File: src/rtl/rtb_pkg.sv
package rtb_pkg;
  localparam int DR_W = 2;
  localparam int Q_W  = 4;
  localparam int SEL_W = $clog2(Q_W);

  typedef logic [DR_W-1:0] dr_t;
  typedef logic [Q_W-1:0]  quad_t;

  localparam dr_t   DR_SPACER = 2'b00;
  localparam dr_t   DR_ZERO   = 2'b01;
  localparam dr_t   DR_ONE    = 2'b10;
  localparam quad_t Q_SPACER  = '0;
endpackage

File: src/rtl/rtb_dr_class.sv
module rtb_dr_class
  import rtb_pkg::*;
(
  input  dr_t  rail,
  output logic is_data,
  output logic is_spacer,
  output logic is_bad,
  output logic bit_val
);
  always_comb begin
    is_spacer = (rail == DR_SPACER);
    is_data   = (rail == DR_ZERO) || (rail == DR_ONE);
    is_bad    = !is_spacer && !is_data;
    bit_val   = (rail == DR_ONE);
  end
endmodule

File: src/rtl/rtb_mixer.sv
module rtb_mixer
  import rtb_pkg::*;
(
  input  logic  clk,
  input  logic  rst,
  input  logic  kill,
  input  logic  hi_data,
  input  logic  lo_data,
  input  logic  hi_spacer,
  input  logic  lo_spacer,
  input  logic  hi_bit,
  input  logic  lo_bit,
  output quad_t sym
);
  logic [SEL_W-1:0] sel;
  quad_t            sym_q;

  assign sel = {hi_bit, lo_bit};
  assign sym = sym_q;

  always_ff @(posedge clk) begin
    if (rst || kill) begin
      sym_q <= Q_SPACER;
    end else if (sym_q == Q_SPACER) begin
      if (hi_data && lo_data) sym_q <= quad_t'(1) << sel;
    end else if (hi_spacer && lo_spacer) begin
      sym_q <= Q_SPACER;
    end
  end
endmodule

File: src/rtl/rtb_splitter.sv
module rtb_splitter
  import rtb_pkg::*;
(
  input  logic  clk,
  input  logic  rst,
  input  logic  kill,
  input  quad_t sym,
  output logic  bad,
  output dr_t   out_hi,
  output dr_t   out_lo
);
  dr_t hi_q, lo_q;

  assign bad    = $countones(sym) > 1;
  assign out_hi = hi_q;
  assign out_lo = lo_q;

  always_ff @(posedge clk) begin
    if (rst || kill || sym == Q_SPACER) begin
      hi_q <= DR_SPACER;
      lo_q <= DR_SPACER;
    end else begin
      hi_q <= (sym[3] | sym[2]) ? DR_ONE : DR_ZERO;
      lo_q <= (sym[3] | sym[1]) ? DR_ONE : DR_ZERO;
    end
  end
endmodule

File: src/rtl/rtb_radix_bridge.sv
module rtb_radix_bridge
  import rtb_pkg::*;
(
  input  logic       clk,
  input  logic       rst,
  input  logic [1:0] mix_in_hi,
  input  logic [1:0] mix_in_lo,
  output logic [3:0] mix_out,
  input  logic [3:0] spl_in,
  output logic [1:0] spl_out_hi,
  output logic [1:0] spl_out_lo,
  output logic       code_err
);
  localparam int NRAIL = 2;

  dr_t  rails [NRAIL];
  logic r_data [NRAIL];
  logic r_sp   [NRAIL];
  logic r_bad  [NRAIL];
  logic r_bit  [NRAIL];
  logic spl_bad, bad_any, err_q, kill;

  assign rails[0] = mix_in_lo;
  assign rails[1] = mix_in_hi;

  for (genvar g = 0; g < NRAIL; g++) begin : g_rail
    rtb_dr_class u_cls (
      .rail      (rails[g]),
      .is_data   (r_data[g]),
      .is_spacer (r_sp[g]),
      .is_bad    (r_bad[g]),
      .bit_val   (r_bit[g])
    );
  end

  assign bad_any = r_bad[0] | r_bad[1] | spl_bad;
  assign kill    = err_q | bad_any;

  always_ff @(posedge clk) begin
    if (rst)          err_q <= 1'b0;
    else if (bad_any) err_q <= 1'b1;
  end

  rtb_mixer u_mix (
    .clk       (clk),
    .rst       (rst),
    .kill      (kill),
    .hi_data   (r_data[1]),
    .lo_data   (r_data[0]),
    .hi_spacer (r_sp[1]),
    .lo_spacer (r_sp[0]),
    .hi_bit    (r_bit[1]),
    .lo_bit    (r_bit[0]),
    .sym       (mix_out)
  );

  rtb_splitter u_spl (
    .clk    (clk),
    .rst    (rst),
    .kill   (kill),
    .sym    (spl_in),
    .bad    (spl_bad),
    .out_hi (spl_out_hi),
    .out_lo (spl_out_lo)
  );

  assign code_err = err_q;
endmodule

File: config.mk
export PLATFORM = sky130hd
export DESIGN_NAME = rtb_radix_bridge
export DESIGN_NICKNAME = d
export VERILOG_FILES = /design/src/rtl/rtb_pkg.sv /design/src/rtl/rtb_dr_class.sv /design/src/rtl/rtb_mixer.sv /design/src/rtl/rtb_splitter.sv /design/src/rtl/rtb_radix_bridge.sv
export SDC_FILE = /design/constraint.sdc
export NUM_CORES = 1
export LEC_CHECK = 0
export ABC_AREA = 1
export BUFFER_PORTS_ARGS = -buffer_cell sky130_fd_sc_hd__buf_4
export CORE_AREA = 2 2 39 41
export CTS_CLUSTER_DIAMETER = 150
export DETAILED_ROUTE_END_ITERATION = 10
export DIE_AREA = 0 0 41 43
export PLACE_DENSITY = 0.75
export SLEW_MARGIN = 10
export SYNTH_ARGS = -nofsm -noshare
export SYNTH_HDL_FRONTEND = slang
export SYNTH_HIERARCHICAL = 1
export SYNTH_SLANG_ARGS = --single-unit
export TNS_END_PERCENT = 1
File: constraint.sdc
create_clock -name clk -period 3.66 [get_ports clk]
set_input_delay 0.183 -clock clk [delete_from_list [all_inputs] [get_ports clk]]
set_output_delay 0.183 -clock clk [all_outputs]
set_load 0.02 [all_outputs]
Yosys cells after proc, flatten, opt, wreduce, memory -nomap -nowiden
Index checks and enable logic that the tools add are counted.

cells by class
  add/subtract/negate cells = 3
  $mul = 0
  divide/modulo/power cells = 0
  magnitude comparators = 1
  equality and inequality tests = 5
  shifts and indexed selects = 1
  mux-type cells = 5
  bitwise logic cells = 5
  reductions and logical operators = 18

operators with widths
  kind                 count
  $add 32x32->32       1
  $gt 32x2->1 const B  1
  $mux 4               3
  $logic_not 4->1      2
  $or 1x1->1           5
  $add 1x1->2          2
  $eq 2x1->1 const B   2
  $eq 2x2->1 const B   2
  $logic_and 1x1->1    4
  $logic_not 1->1      4
  $logic_not 2->1      2
  $logic_or 1x1->1     4
  $mux 2               2
  $shl 1x2->4 const A  1
  $ne 2x2->1 const B   1
  $reduce_and 2->1     1
  $reduce_bool 2->1    1

storage, ports and cells
  bits in registers = 9
  latch bits = 0
  bits in writable memories = 0
  memory bits (read-only) = 0
  input bits = 10
  logic and storage cells = 42
  memories = 0

Depth between registers and ports, before layout
Gate-level depths: netlist of the first run.

  word-level depth = 9
  mapped depth = 8

Cells and area by module
The synthesis of the first run kept the hierarchy.

modules (own cells, without submodules)
  module            times used  cells an instance  area an instance (sq um)
  rtb_mixer         1           29                 210.2
  rtb_splitter      1           22                 182.7
  rtb_dr_class      2           5                  45.0
  rtb_radix_bridge  1           5                  36.3

Worst setup path before layout of the first run
OpenSTA, ideal clock, no wires.

  path type = input port to flip-flop
  start = in spl_in[0]
  end = reg u_mix.sym_q[0] (netlist: u_mix/sym[0])
  setup time = 0.070 ns
  data arrival time = 1.434 ns
  data required time = 3.590 ns
  path slack = 2.157 ns
  stages on the path = 7
  path buffers = 0
  cells stage by stage = inv_1 > fa_1 > o21ai_0 > nor2_1 > nand2_1 > or2_2 > a21oi_1

between the ends
  cells in the longest elaborated chain, start to end = 6

ends and longest elaborated chain
  what                                  line                    text
  from (decl)                           rtb_radix_bridge.sv:9   input logic [3:0] spl_in,
  $add 1x1->2 (implied by the code)     rtb_splitter.sv:14      assign bad = $countones(sym) > 1;
  $add 32x32->32 (implied by the code)  rtb_splitter.sv:14
  $gt 32x2->1                           rtb_splitter.sv:14
  via spl_bad                           rtb_radix_bridge.sv:21  logic spl_bad, bad_any, err_q, kill;
  $or 1x1->1                            rtb_radix_bridge.sv:36  assign bad_any = r_bad[0] | r_bad[1] | spl_bad;
  $or 1x1->1                            rtb_radix_bridge.sv:37  assign kill = err_q | bad_any;
  via kill                              rtb_radix_bridge.sv:21
  $logic_or 1x1->1                      rtb_mixer.sv:22         if (rst || kill) begin
  to (signal assigned)                  rtb_mixer.sv:25         if (hi_data && lo_data) sym_q <= quad_t'(1) << sel;
  to (decl)                             rtb_mixer.sv:16         quad_t sym_q;

The timed path passes the listed nets, and every way through them passes these cells.
A chain may end at the register's enable or synchronous reset.

Final worst setup path of the first run
Same ends and word-level chain as after synthesis.

==> metrics.md, run 1 <==
| Metric | Value |
|---|---|
| Worst Path Buf+Inv | `2` |
| Data required time of the worst path | `between 3 and 4 ns` |
| Width of the chip | `slightly above 40 um` |
| Number of design rule violations left after detail routing | `0` |
| Maximum clock path buffer count | `2` |
| Final Hold Fails | `0` |
| Routed WL per cell | `between 9 and 10 um` |
| Core area | `1380 um2` |
| Global placer's final weighted congestion | `between 0.7 and 0.8` |
| Worst Setup Start Kind | `primary input` |
| Quantity of hold-fixing buffers added after cts | `0` |
| Count of cell instances traversed by the critical path | `8` |
| Total number of H-tree levels | `1` |
| Placement Rows | `14` |
| HPWL after DPL | `around 830 um` |
| Antenna violations before repair | `0` |
| Classification of the worst-slack hold path | `in2reg` |
| Setup Fix Bufs, Post-CTS | `0` |
| Portion of synthesized cell area occupied by the leading cell type | `a little over a third` |
| Skew final | `around 0.0074 ns` |
| Maximum number of pins on one net before global-route repair | `6` |
| Worst IR drop on VDD | `142 uV` |
| Area grow syn2layout | `34.9%` |
| Worst setup margin | `between 2 and 2.5 ns` |
| Library cell occupying the most area in the post-synthesis netlist | `dfxtp_1` |
| Root Driver | `clkbuf_4` |
| Capturing element type of the critical path | `flop` |
| Number of cells upsized or downsized after cts | `0` |
| Number of distinct library cell variants in the gate-level netlist after synthesis | `14` |
| Final ANT Viol Nets | `0` |
| Hold WS | `0.100 ns` |
| Clock tree from TritonCTS | `done` |
| Biggest fanout along the worst timing path | `4` |
| Total setup violations reported at the end of the flow | `0` |
| Total I/O pin count | `19` |
| Top cells by area in the synthesized netlist | `dfxtp_1, ha_1, inv_1, nand3_1, nor2_1` |
| Final TNS setup | `0 ns` |
| Setup repair after global routing missed its margin | `false` |
| Kind of critical path | `in2reg` |
| Number of global-route vias before repair | `439` |
| Relative max-transition margin | `about nine tenths` |
| Crit path cell chain | `buf_4 -> inv_1 -> fa_1 -> o21ai_0 -> nor2_1 -> nand2_1 -> or2_2 -> a21oi_1` |
| Dominant delay contributor by cell family on the critical path | `simple AND/OR/NAND/NOR gates` |
| DRC violation total after the first TritonRoute iteration | `7` |
| Count of mapped cells out of synthesis | `66` |
| Later-pin clock latency in the skew report | `0.26 ns` |
| Worst Max-Slew Pin Slew | `between 0.1 and 0.15 ns` |
| Worst setup slack before clock tree synthesis | `1.98 ns` |
| Fraction of layout instances using a drive strength above 1 | `around 34%` |
| Number of warning messages in the yosys log | `6` |
| Most frequent standard cell in the layout excluding fill and tap cells | `buf_4` |
| Total global-route track usage | `roughly an eighth` |
| # Max-Cap Violations | `0` |
| DRT Wirelength | `955 um` |
| Synthesized area | `519 um2` |
| Full die area | `around 1800 um2` |
| Standby leakage power | `~0.36 nW` |
| Leading cell types in the layout, fill and taps excluded | `buf_4, inv_1, dfxtp_1, nand3_1` |
| Pins Over Slew Limit | `0` |
| Core occupancy in the finished layout | `between 50% and 60%` |
| Net count, final | `between 100 and 150` |
| Count of cells along the worst hold path | `2` |
| Routed via count | `467` |
| Run status | `complete, no violations` |
| Global route overflow | `0` |
| CTS Sinks | `9` |
| Cell depth of the worst flop-to-flop path | `4` |
| Post-CTS clock slew at the launch and capture registers of the worst setup and hold paths | `0.06 ns` |
| Power Density | `about 310 nW/um2` |
| Wire length of the first global-routing pass | `~1.6 mm` |
| Initial Utilization | `a little under two fifths` |
| Number of optimization iterations in the first detailed-route pass | `4` |
| Via count normalized by instance count | `between 4 and 5` |
| Synthesized area per cell | `7.87 um2` |
| Maximum clock rate | `approximately 0.7 GHz` |
| Critical path's slowest cell | `fa_1` |
| Post-Synthesis Net Count | `between 80 and 90` |
| Number of buffers created by CTS | `3` |
| Slowest cell delay on critical path | `roughly 0.52 ns` |
| Arrival time at the worst endpoint | `between 1.5 and 2 ns` |
| Flop and latch count out of synthesis | `9` |
| Number of diodes | `0` |
| Post-layout minimum cycle time | `around 1.4 ns` |
| Final worst path period share | `~38%` |
| Number of I/O port buffers | `18` |
| Die outline height | `around 43 um` |
| Share of the yosys chip area belonging to registers | `approximately a third` |
-- worst reg2reg max path: cells and delay by family (launching register included) --
family             cells  cell delay [ns]
DFF                    1             0.31
and+or+nand+nor        3             0.55
AOI/OAI and AO/OA      1             0.12
-- logic make-up after synthesis --
group	share of synthesized area (%)
compound gates	5.78
fa+ha+maj	20.7
buf+inv	10.1
flops	34.7
simple gates	28.7
-- synth_stat cells --
cell type	number
a21oi_1	5
dfxtp_1	9
fa_1	1
ha_1	7
inv_1	14
nand2_1	3
nand2_2	4
nand3_1	9
nor2_1	7
nor2_2	3
nor2_4	1
nor3_1	1
o21ai_0	1
or2_2	1
-- routing by layer --
layer | track usage, % | vias up | share of wire [%]
met5 | 0 | - | 0
met2 | 23.4 | 17 | 52
met1 | 13.6 | 198 | 41
met3 | 3.66 | 2 | 5.9
li1 | - | 250 | -
met4 | 6.00 | 0 | 1.0
-- sequential cells by signal (all words and copies together) (netlist names) --
name          count
code_err          1
u_mix/sym         4
u_spl/out_hi      2
u_spl/out_lo      2
-- where the power goes --
group          switching (mW)  internal, mW
logic                  0.0221        0.0179
clock network          0.0342        0.0420
registers            0.000845         0.100
total                  0.0571         0.160
-- cell type report --
| type | count | area, um2 |
|---|---|---|
| clock buffers | 4 | 26.3 |
| fillers | 142 | 683 |
| inverters | 14 | 52.6 |
| multi-input cells | 43 | 287 |
| flip-flops and latches | 9 | 180 |
| well taps | 16 | 20.0 |
| repair buffers | 18 | 135 |
-- path summary, 6_finish.rpt --
kind                               endpoint                      start  slack, ns
setup / recovery  u_mix/sym[0]$_SDFFE_PP0P_                  spl_in[0]       2.27
hold / removal        code_err$_SDFFE_PP0P_                        rst       0.10
setup reg to reg  u_mix/sym[0]$_SDFFE_PP0P_      code_err$_SDFFE_PP0P_       2.60
hold reg to reg   u_mix/sym[1]$_SDFFE_PP0P_  u_mix/sym[1]$_SDFFE_PP0P_       0.51
-- per-stage QoR --
step	cells	area, um2	power (mW)
after floorplan	66	519	0.126
after global placement	100	674	0.141
after detailed placement	100	674	0.143
after CTS	104	701	0.218
after global routing	104	701	0.228
final	104	701	0.217
Power figures use the tool's default switching activity.
==> run 2, diff against run 1 <==
Clock period 3.66 ns to 1.4 ns, I/O delays scaled along.
==> run 2 against run 1 <==
Clock skew shrank 0.0043 ns. Critical path depth did not move. Worst setup slack got worse by 2.1 ns. Sequential power grew to 2.6 times the previous value. Non-clock buffer count grew 5. Combinational power increased to 2.9 times the previous value. Sequential share of layout area decreased by 1.5 points. Global-route usage down 0.84 points. Power grew to 2.6 times the previous value. Critical path type unchanged.
==> metrics.md, run 2 (synthesis gave the netlist of run 1 again) <==
| Metric | Value |
|---|---|
| Area grow syn2layout | `43.4% (was 34.9%)` |
| Leading cell types in the layout, fill and taps excluded | `buf_4, inv_1, dfxtp_1, nand3_1 (unchanged)` |
| Number of optimization iterations in the first detailed-route pass | `2 (was 4)` |
| Maximum clock rate | `0.793 GHz` |
| Capturing element type of the critical path | `flop (unchanged)` |
| Placement Rows | `14 (unchanged)` |
| Standby leakage power | `0.384 nW (was 0.361 nW)` |
| Post-layout instance count excluding filler cells | `109 (was 104)` |
| Setup slack of the most critical reg-to-reg path | `0.35 ns (was 2.60 ns)` |
| Kind of critical path | `in2reg (unchanged)` |
| Final Hold Fails | `0 (unchanged)` |
| Max reg flops | `4 (unchanged)` |
| Maximum number of pins on one net before global-route repair | `6 (unchanged)` |
| HPWL after DPL | `759 um (was 826 um)` |
| Setup repair after global routing missed its margin | `false (unchanged)` |
| Worst setup slack before clock tree synthesis | `-0.149 ns (was 1.98 ns)` |
| Worst setup margin | `0.139 ns (was 2.27 ns)` |
| Routed WL per cell | `8.28 um (was 9.18 um)` |
| Overall power of the completed layout | `0.567 mW (was 0.217 mW)` |
| Number of I/O port buffers | `18 (unchanged)` |
| Later-pin clock latency in the skew report | `0.25 ns (was 0.26 ns)` |
| Biggest fanout along the worst timing path | `4 (unchanged)` |
| Power Density | `761 nW/um2 (was 310 nW/um2)` |
| Routed via count | `483 (was 467)` |
| Number of global-route vias before repair | `453 (was 439)` |
| Worst flop-to-flop path startpoint | `code_err$_SDFFE_PP0P_ (unchanged)` |
| Core area | `1380 um2 (unchanged)` |
| Worst IR drop on VDD | `487 uV (was 142 uV)` |
| Data required time of the worst path | `1.58 ns (was 3.85 ns)` |
| Core occupancy in the finished layout | `53.8% (was 50.6%)` |
| Global route overflow | `0 (unchanged)` |
| Setup Fix Bufs, Post-CTS | `0 (unchanged)` |
| Post-layout minimum cycle time | `~1.3 ns` |
| Total number of H-tree levels | `1 (unchanged)` |
| Hold WS | `0.0614 ns (was 0.100 ns)` |
| Root Driver | `clkbuf_4 (unchanged)` |
| Die outline height | `43 um (unchanged)` |
| Final ANT Viol Nets | `0 (unchanged)` |
| Skew final | `0.00315 ns (was 0.00745 ns)` |
| Count of cells along the worst hold path | `4 (was 2)` |
| DRC violation total after the first TritonRoute iteration | `4 (was 7)` |
| Maximum clock path buffer count | `2 (unchanged)` |
| Width of the chip | `41 um (unchanged)` |
| Endpoint with the worst hold slack | `u_spl/out_lo[0]$_SDFF_PP0_ (was code_err$_SDFFE_PP0P_)` |
| CTS Sinks | `9 (unchanged)` |
| Wire length of the first global-routing pass | `1.55 mm (was 1.59 mm)` |
| Final cell area excluding filler cells | `744 um2 (was 701 um2)` |
| Hold Crit Start | `spl_in[1] (was rst)` |
| Classification of the worst-slack hold path | `in2reg (unchanged)` |
| Number of buffers created by CTS | `3 (unchanged)` |
| Total global-route track usage | `12.5% (was 13.4%)` |
| Cell depth of the worst flop-to-flop path | `4 (unchanged)` |
| Placed Instance Area | `704 um2 (was 674 um2)` |
| DP Cell Count | `104 (was 100)` |
| Number of design rule violations left after detail routing | `0 (unchanged)` |
| Net count, final | `112 (was 107)` |
| # Max-Cap Violations | `0 (unchanged)` |
| DRT Wirelength | `903 um (was 955 um)` |
| Total I/O pin count | `19 (unchanged)` |
| Post-CTS clock slew at the launch and capture registers of the worst setup and hold paths | `0.06 ns (about the same)` |
| Clock tree from TritonCTS | `done (unchanged)` |
| Most frequent standard cell in the layout excluding fill and tap cells | `buf_4 (unchanged)` |
| Final TNS setup | `0 ns (unchanged)` |
| Worst Setup Start Kind | `primary input (unchanged)` |
| Run status | `complete, no violations (unchanged)` |
| Via count normalized by instance count | `4.43 (was 4.49)` |
| Worst Max-Slew Pin Slew | `0.156 ns (was 0.149 ns)` |
| Full die area | `1760 um2 (unchanged)` |
| Worst r2r dst | `u_mix/sym[2]$_SDFFE_PP0P_ (was u_mix/sym[0]$_SDFFE_PP0P_)` |
| Global placer's final weighted congestion | `0.767 (was 0.770)` |
| Relative max-transition margin | `89.6% (was 90.0%)` |
| Fraction of layout instances using a drive strength above 1 | `37.6% (was 34.1%)` |
| Initial Utilization | `37.5% (unchanged)` |
| Pins Over Slew Limit | `0 (unchanged)` |
| Arrival time at the worst endpoint | `1.44 ns (was 1.58 ns)` |
| Final worst path period share | `approximately 90%` |
| Total setup violations reported at the end of the flow | `0 (unchanged)` |
| Number of diodes | `0 (unchanged)` |
| Antenna violations before repair | `0 (unchanged)` |
run 2: changes by cell type in the layout (fill, tap and decap cells not counted):
cell,change
a21oi_1,-1
a21oi_2,+1
buf_4,+4
dlygate4sd3_1,+1
run 2: how the worst max path moves through the flow:
stage                     startpoint                        end  slack [ns]  depth (start not counted)
final                      spl_in[0]  u_mix/sym[2]$_SDFFE_PP0P_        0.14                          8
after global routing       spl_in[0]  u_mix/sym[3]$_SDFFE_PP0P_       0.003                          8
after CTS                  spl_in[0]  u_mix/sym[0]$_SDFFE_PP0P_        0.13                          8
after detailed placement   spl_in[0]  u_mix/sym[0]$_SDFFE_PP0P_       -0.15                          8
after global placement     spl_in[0]  u_mix/sym[0]$_SDFFE_PP0P_        -0.1                          8
after floorplan            spl_in[0]  u_mix/sym[0]$_SDFFE_PP0P_        0.01                          7
run 2: timing repair:
item,in CTS,in global routing
hold buffers,1,0
gates resized for setup,0,1
endpoints found under the setup margin,0,1
hold endpoints to repair,1,0
run 2: metal layers:
metal | vias up | wire length [um] | track usage, %
li1 | 256 | - | -
met1 | 215 | 379 | 11.8
met2 | 12 | 481 | 23.8
met3 | 0 | 42 | 4.71
met4 | 0 | 0 | 2.00
met5 | - | 0 | 0
run 2: power by group:
part | switching, mW | internal, mW
Sequential | 0.00262 | 0.262
Combinational | 0.0582 | 0.0555
Clock | 0.0794 | 0.109
run 2: layout make-up:
type,instances,area [um2]
Timing Repair Buffer,23,175
Clock buffer,4,26.3
Sequential cell,9,180
Fill cell,138,639
Tap cell,16,20.0
Inverter,14,52.6
Multi-Input combinational cell,43,290
run 2: critical path: stages:
cell and delay [ns]:
buf_4 0.07, inv_1 0.05, fa_1 0.52, o21ai_0 0.08, nor2_1 0.12, nand2_1 0.07
or2_2 0.34, a21oi_1 0.12
